### config.mk
export PLATFORM = sky130hd
export DESIGN_NAME = ocp_resp_ctrl
export DESIGN_NICKNAME = d
export VERILOG_FILES = /design/src/rtl/ocp_pkg.sv /design/src/rtl/ocp_evt_qual.sv /design/src/rtl/ocp_retry_tmr.sv /design/src/rtl/ocp_en_pulse.sv /design/src/rtl/ocp_resp_ctrl.sv
export SDC_FILE = /design/constraint.sdc
export NUM_CORES = 1
export LEC_CHECK = 0
export ABC_AREA = 0
export BUFFER_PORTS_ARGS = -buffer_cell sky130_fd_sc_hd__buf_2
export CORE_MARGIN = 3
export CORE_UTILIZATION = 55
export DETAILED_ROUTE_END_ITERATION = 12
export GPL_ROUTABILITY_DRIVEN = 0
export HOLD_SLACK_MARGIN = 0.12
export PLACE_DENSITY = 0.79
export SLEW_MARGIN = 40
export SYNTH_ARGS = -nofsm -noshare
export SYNTH_HDL_FRONTEND = slang
export SYNTH_SLANG_ARGS = --single-unit
### constraint.sdc
create_clock -name clk -period 1.9 [get_ports clk]
set_input_delay 0.57 -clock clk [delete_from_list [all_inputs] [get_ports clk]]
set_output_delay 0.57 -clock clk [all_outputs]
set_load 0.02 [all_outputs]
### src/rtl/ocp_pkg.sv
package ocp_pkg;

    typedef enum logic [1:0] {
        ST_IDLE   = 2'd0,
        ST_LATCH  = 2'd1,
        ST_RETRY  = 2'd2,
        ST_REPORT = 2'd3
    } ocp_state_e;

    localparam logic [1:0] MODE_LATCH  = 2'b00;
    localparam logic [1:0] MODE_RETRY  = 2'b01;
    localparam logic [1:0] MODE_REPORT = 2'b10;
    localparam logic [1:0] MODE_IGNORE = 2'b11;

endpackage

### src/rtl/ocp_evt_qual.sv
module ocp_evt_qual
    import ocp_pkg::*;
(
    input  logic       oc_flag_i,
    input  logic [1:0] mode_i,
    input  logic       sense_dis_i,
    output logic       evt_o,
    output ocp_state_e tgt_o
);

    always_comb begin
        evt_o = oc_flag_i && !sense_dis_i && (mode_i != MODE_IGNORE);
        unique case (mode_i)
            MODE_LATCH:  tgt_o = ST_LATCH;
            MODE_RETRY:  tgt_o = ST_RETRY;
            MODE_REPORT: tgt_o = ST_REPORT;
            default:     tgt_o = ST_IDLE;
        endcase
    end

endmodule

### src/rtl/ocp_retry_tmr.sv
module ocp_retry_tmr #(
    parameter int RETRY_CYCLES = 1000
) (
    input  logic clk,
    input  logic rst_n,
    input  logic load_i,
    output logic done_o
);

    localparam int CW = $clog2(RETRY_CYCLES + 1);
    localparam logic [CW-1:0] LOAD_VAL = CW'(RETRY_CYCLES - 1);

    typedef struct packed {
        logic [CW-1:0] cnt;
    } tmr_s;

    tmr_s r_d, r_q;

    always_comb begin
        r_d = r_q;
        if (load_i) begin
            r_d.cnt = LOAD_VAL;
        end else if (r_q.cnt != '0) begin
            r_d.cnt = r_q.cnt - 1'b1;
        end
    end

    always_ff @(posedge clk or negedge rst_n) begin
        if (!rst_n) begin
            r_q <= '0;
        end else begin
            r_q <= r_d;
        end
    end

    assign done_o = (r_q.cnt == '0);

endmodule

### src/rtl/ocp_en_pulse.sv
module ocp_en_pulse #(
    parameter int RST_MIN   = 8,
    parameter int SLEEP_CYC = 400
) (
    input  logic clk,
    input  logic rst_n,
    input  logic en_pin_i,
    output logic pulse_o
);

    localparam int PW = $clog2(SLEEP_CYC + 1);
    localparam logic [PW-1:0] LO_LIM  = PW'(RST_MIN);
    localparam logic [PW-1:0] HI_LIM  = PW'(SLEEP_CYC);

    typedef struct packed {
        logic [PW-1:0] low_cnt;
        logic          pulse;
    } det_s;

    det_s r_d, r_q;

    always_comb begin
        r_d       = r_q;
        r_d.pulse = 1'b0;
        if (!en_pin_i) begin
            if (r_q.low_cnt != HI_LIM) begin
                r_d.low_cnt = r_q.low_cnt + 1'b1;
            end
        end else begin
            r_d.pulse   = (r_q.low_cnt >= LO_LIM) && (r_q.low_cnt < HI_LIM);
            r_d.low_cnt = '0;
        end
    end

    always_ff @(posedge clk or negedge rst_n) begin
        if (!rst_n) begin
            r_q <= '0;
        end else begin
            r_q <= r_d;
        end
    end

    assign pulse_o = r_q.pulse;


    pulse_after_high_chk: assert property (@(posedge clk) disable iff (!rst_n)
        pulse_o |-> $past(en_pin_i));

endmodule

### src/rtl/ocp_resp_ctrl.sv
module ocp_resp_ctrl
    import ocp_pkg::*;
#(
    parameter int RETRY_CYCLES = 1000,
    parameter int RST_MIN      = 8,
    parameter int SLEEP_CYC    = 400
) (
    input  logic       clk,
    input  logic       rst_n,
    input  logic       oc_flag_i,
    input  logic [1:0] mode_i,
    input  logic       sense_dis_i,
    input  logic       clr_strobe_i,
    input  logic       en_pin_i,
    output logic       drv_en_o,
    output logic       fault_n_o,
    output logic       stat_fault_o,
    output logic       stat_oc_o
);

    typedef struct packed {
        ocp_state_e st;
    } ctl_s;

    ctl_s r_d, r_q;

    logic       evt;
    ocp_state_e tgt;
    logic       tmr_load;
    logic       tmr_done;
    logic       en_pulse;
    logic       clr_evt;

    ocp_evt_qual u_qual (
        .oc_flag_i   (oc_flag_i),
        .mode_i      (mode_i),
        .sense_dis_i (sense_dis_i),
        .evt_o       (evt),
        .tgt_o       (tgt)
    );

    ocp_retry_tmr #(.RETRY_CYCLES(RETRY_CYCLES)) u_tmr (
        .clk    (clk),
        .rst_n  (rst_n),
        .load_i (tmr_load),
        .done_o (tmr_done)
    );

    ocp_en_pulse #(.RST_MIN(RST_MIN), .SLEEP_CYC(SLEEP_CYC)) u_pulse (
        .clk      (clk),
        .rst_n    (rst_n),
        .en_pin_i (en_pin_i),
        .pulse_o  (en_pulse)
    );

    assign clr_evt = clr_strobe_i || en_pulse;

    always_comb begin
        r_d      = r_q;
        tmr_load = 1'b0;
        unique case (r_q.st)
            ST_IDLE: begin
                if (evt) begin
                    r_d.st   = tgt;
                    tmr_load = (tgt == ST_RETRY);
                end
            end
            ST_LATCH, ST_REPORT: begin
                if (clr_evt && !oc_flag_i) begin
                    r_d.st = ST_IDLE;
                end
            end
            ST_RETRY: begin
                if (tmr_done) begin
                    r_d.st = ST_IDLE;
                end
            end
            default: r_d.st = ST_IDLE;
        endcase
    end

    always_ff @(posedge clk or negedge rst_n) begin
        if (!rst_n) begin
            r_q.st <= ST_IDLE;
        end else begin
            r_q <= r_d;
        end
    end

    assign drv_en_o     = (r_q.st == ST_IDLE) || (r_q.st == ST_REPORT);
    assign fault_n_o    = (r_q.st == ST_IDLE);
    assign stat_fault_o = (r_q.st != ST_IDLE);
    assign stat_oc_o    = (r_q.st != ST_IDLE);


    shutdown_entry_chk: assert property (@(posedge clk) disable iff (!rst_n)
        (fault_n_o && oc_flag_i && !sense_dis_i && mode_i == MODE_LATCH)
        |=> (!drv_en_o && !fault_n_o && stat_oc_o));


    report_drive_chk: assert property (@(posedge clk) disable iff (!rst_n)
        (fault_n_o && oc_flag_i && !sense_dis_i && mode_i == MODE_REPORT)
        |=> (drv_en_o && !fault_n_o && stat_fault_o));


    ignore_chk: assert property (@(posedge clk) disable iff (!rst_n)
        (fault_n_o && (sense_dis_i || mode_i == MODE_IGNORE)) |=> fault_n_o);


    hold_while_active_chk: assert property (@(posedge clk) disable iff (!rst_n)
        ((r_q.st == ST_LATCH || r_q.st == ST_REPORT) && oc_flag_i) |=> !fault_n_o);


    retry_no_early_chk: assert property (@(posedge clk) disable iff (!rst_n)
        (r_q.st == ST_RETRY && !tmr_done) |=> (!fault_n_o && !drv_en_o));

endmodule

==> impl_results.md <==
- Status: finished, final reports clean
- Chip Width: 54.6 um
- Comb pwr share: 41.4%
- Most Crowded Layer GR: met2
- Final slew viol count: 0
- Initial antenna violation count: 0
- Place WS: 0.0574 ns
- VDD IR max: 1.09 mV
- Share of layout cells above drive strength 1: 17.6%
- CTS Sinks: 22
- Syn nets: 155
- Initial DRC count: 13
- Worst-Skew Late Latency: 0.30 ns
- Synth area leaders: dfrtp_1 42%, ha_1 12%, xor2_1 4.7%
- Number of library cell types mapped by synthesis: 37
- Arr. time, crit path: 1.26 ns
- Die area: 0.00298 mm2
- Fillers: 170
- IO Pins: 12
- H-tree level count: 1
- Ys flop type: dfrtp_1
- Area share of the largest cell type after synthesis: 42.3%
- YS warnings: 0
- Psw: 0.643 mW
- RR Endpoint: u_pulse.r_q[2]
- Vias in the first global route: 967
- Area leader, netlist: dfrtp_1
- Area Overhead vs Synth: 11.6%
- Setup-failing EPs final: 0
- N_diodes: 0
- Final Skew: 0.00474 ns
- Layout Cells excl Fill: 180
- Worst hold path class: primary input to asynchronous set/reset pin
- WP data required: 1.33 ns
- Starting Density: 61.8%
- Core area: 0.00210 mm2
- ANT nets after route: 0
- Share of flip-flops with an asynchronous set or reset: 100%
- Final std cell area, no fill: 0.00145 mm2
- Final WL: 2340 um
- Num rows: 16
- GR Util met3: 2.45%
- Unrepaired setup endpoints after global routing: no
- GRT Util Overall: 18.6%
- Num CTS Buffers: 3
- Final HPWL DP: 1740 um
- Startpoint Class: flip-flop
- Fmax: 548 MHz
- Placed inst area: 0.00140 mm2
- CTS tree: done
- Post-synth top cells: 22 x dfrtp_1, 15 x nor2_1, 14 x nand2_1
- # DRC: 0
- Slew HR: 68.5%
- Clock slew at reported path FFs: 0.12 ns
- R2r startpoint: u_pulse.r_q[1]
- Fin util: 69.0%
- Vias: 977
- Count leader, synth: dfrtp_1
- Synthesized area: 0.00130 mm2
- Synth Register Bits: 22
- Syn avg cell area: 9.63 um2
- Avg WL per Cell: 13.0 um
- Largest net degree at the start of global routing: 23
- Clock power frac: 15.5%
- Final Hold Vio Count: 0
- Worst-Margin Slew: 0.472 ns
- Leak Pwr: 0.708 nW
- Placed cells: 174
- Pre-Repair DR Iteration Count: 4
- Setup TNS: 0 ns
- Crit. End Element: primary output
- Critical path type: flip-flop to primary output
- Internal power: 1.01 mW
- Die height: 54.6 um
- Flop pwr share: 43.0%
- Global-route wire length before repair: 4060 um
- Clk buf depth: 2
- Global route overflow: 0
- Post-synth EDFFs: 0
- Max-cap violations: 0
- Nets: 174
- Tcrit/Tclk final: 96.1%
- Routed vias/inst: 5.43
- Sw Share: 38.9%
- Cells after Synth: 135
- Routing usage on met2: 33.7%
- Critical-path maximum fanout: 4
- IO buf count: 11
- FF-to-FF path depth: 6
- Final worst slack: 0.0747 ns
- R2R setup slack: 0.28 ns
- Final worst path period need: 1.83 ns
- Pwr dens: 1140 mW/mm2
- GRT met1 Usage: 22.8%
- CTS root buf: clkbuf_4
- Seq/Total Area, Yosys: 42.3%
==> cells in the final DEF (no fill, tap or decap), drive strengths merged, types with 4 or more instances in the layout <==
cell type,instances
inv,11
nor3,4
o21ai,5
nand3,8
nand2,14
ha,12
buf,16
a21oi,5
mux2i,5
xor2,7
dfrtp,22
nor2,15
clkbuf,4
==> cells by family after synthesis <==
kind of cell    after synthesis  synth area share (%)
compound gates               18                  8.76
simple gates                 56                  23.4
xor+xnor                      9                  6.06
flops                        22                  42.3
fa+ha+maj                    12                  11.5
mux                           5                  3.85
buf+inv                      13                  4.04
==> registers in the layout, indices dropped and copies added (netlist names) <==
name             cells
u_tmr.r_q           10
u_pulse.r_q          9
r_q                  2
u_pulse.pulse_o      1
==> how the worst max path moves through the flow <==
stage / from / endpoint / slack, ns
2_1_floorplan: r_q[0] / stat_oc_o / 0.17
3_3_place_gp: mode_i[0] / u_tmr.r_q[3] / 0.13
3_5_place_dp: mode_i[0] / u_tmr.r_q[3] / 0.06
4_1_cts: r_q[1] / drv_en_o / 0.009
5_1_grt: r_q[1] / stat_fault_o / 0.0009
6_report: r_q[1] / drv_en_o / 0.07
==> per-layer routing <==
layer	vias up	wire, um
li1	497	-
met1	473	1060
met2	7	1230
met3	0	45
met4	0	0
met5	-	0
==> final cells by class <==
cell class	count	area, um2	area share (%)
clock buffers	4	36.3	2.50
well taps	27	33.8	2.33
multi-input cells	100	697	48.0
repair buffers	16	92.6	6.38
inverters	11	41.3	2.84
flip-flops and latches	22	551	37.9
==> power groups by stage <==
stage	Combinational, mW	Sequential, mW	Clock (mW)
floorplan	0.503	0.689	0
global placement	0.627	0.709	0
detailed placement	0.653	0.720	0
CTS	0.664	0.709	0.263
global route	0.778	0.723	0.282
finish	0.684	0.711	0.256
==> critical path: stages (launching register included) <==
cell	delay, ns
dfrtp_1	0.43
inv_2	0.10
ha_1	0.23
inv_1	0.05
buf_2	0.15
==> metrics by stage <==
| step | total power [mW] | hold slack (ns) |
|---|---|---|
| 6_report | 1.65 | 0.199 |
| 5_1_grt | 1.78 | 0.226 |
| 4_1_cts | 1.64 | 0.217 |
| 3_5_place_dp | 1.37 | 0.532 |
| 3_3_place_gp | 1.34 | 0.524 |
| 2_1_floorplan | 1.19 | 0.274 |
==> timing repair <==
| action | in CTS | in global routing |
|---|---|---|
| hold buffers | 0 | 0 |
| buffers inserted | 0 | 2 |
| gates resized for setup | 0 | 2 |
| endpoints found under the hold margin | 0 | 0 |
| endpoints found under the setup margin | 0 | 3 |
Note: power is estimated with default switching activity, not from simulation.
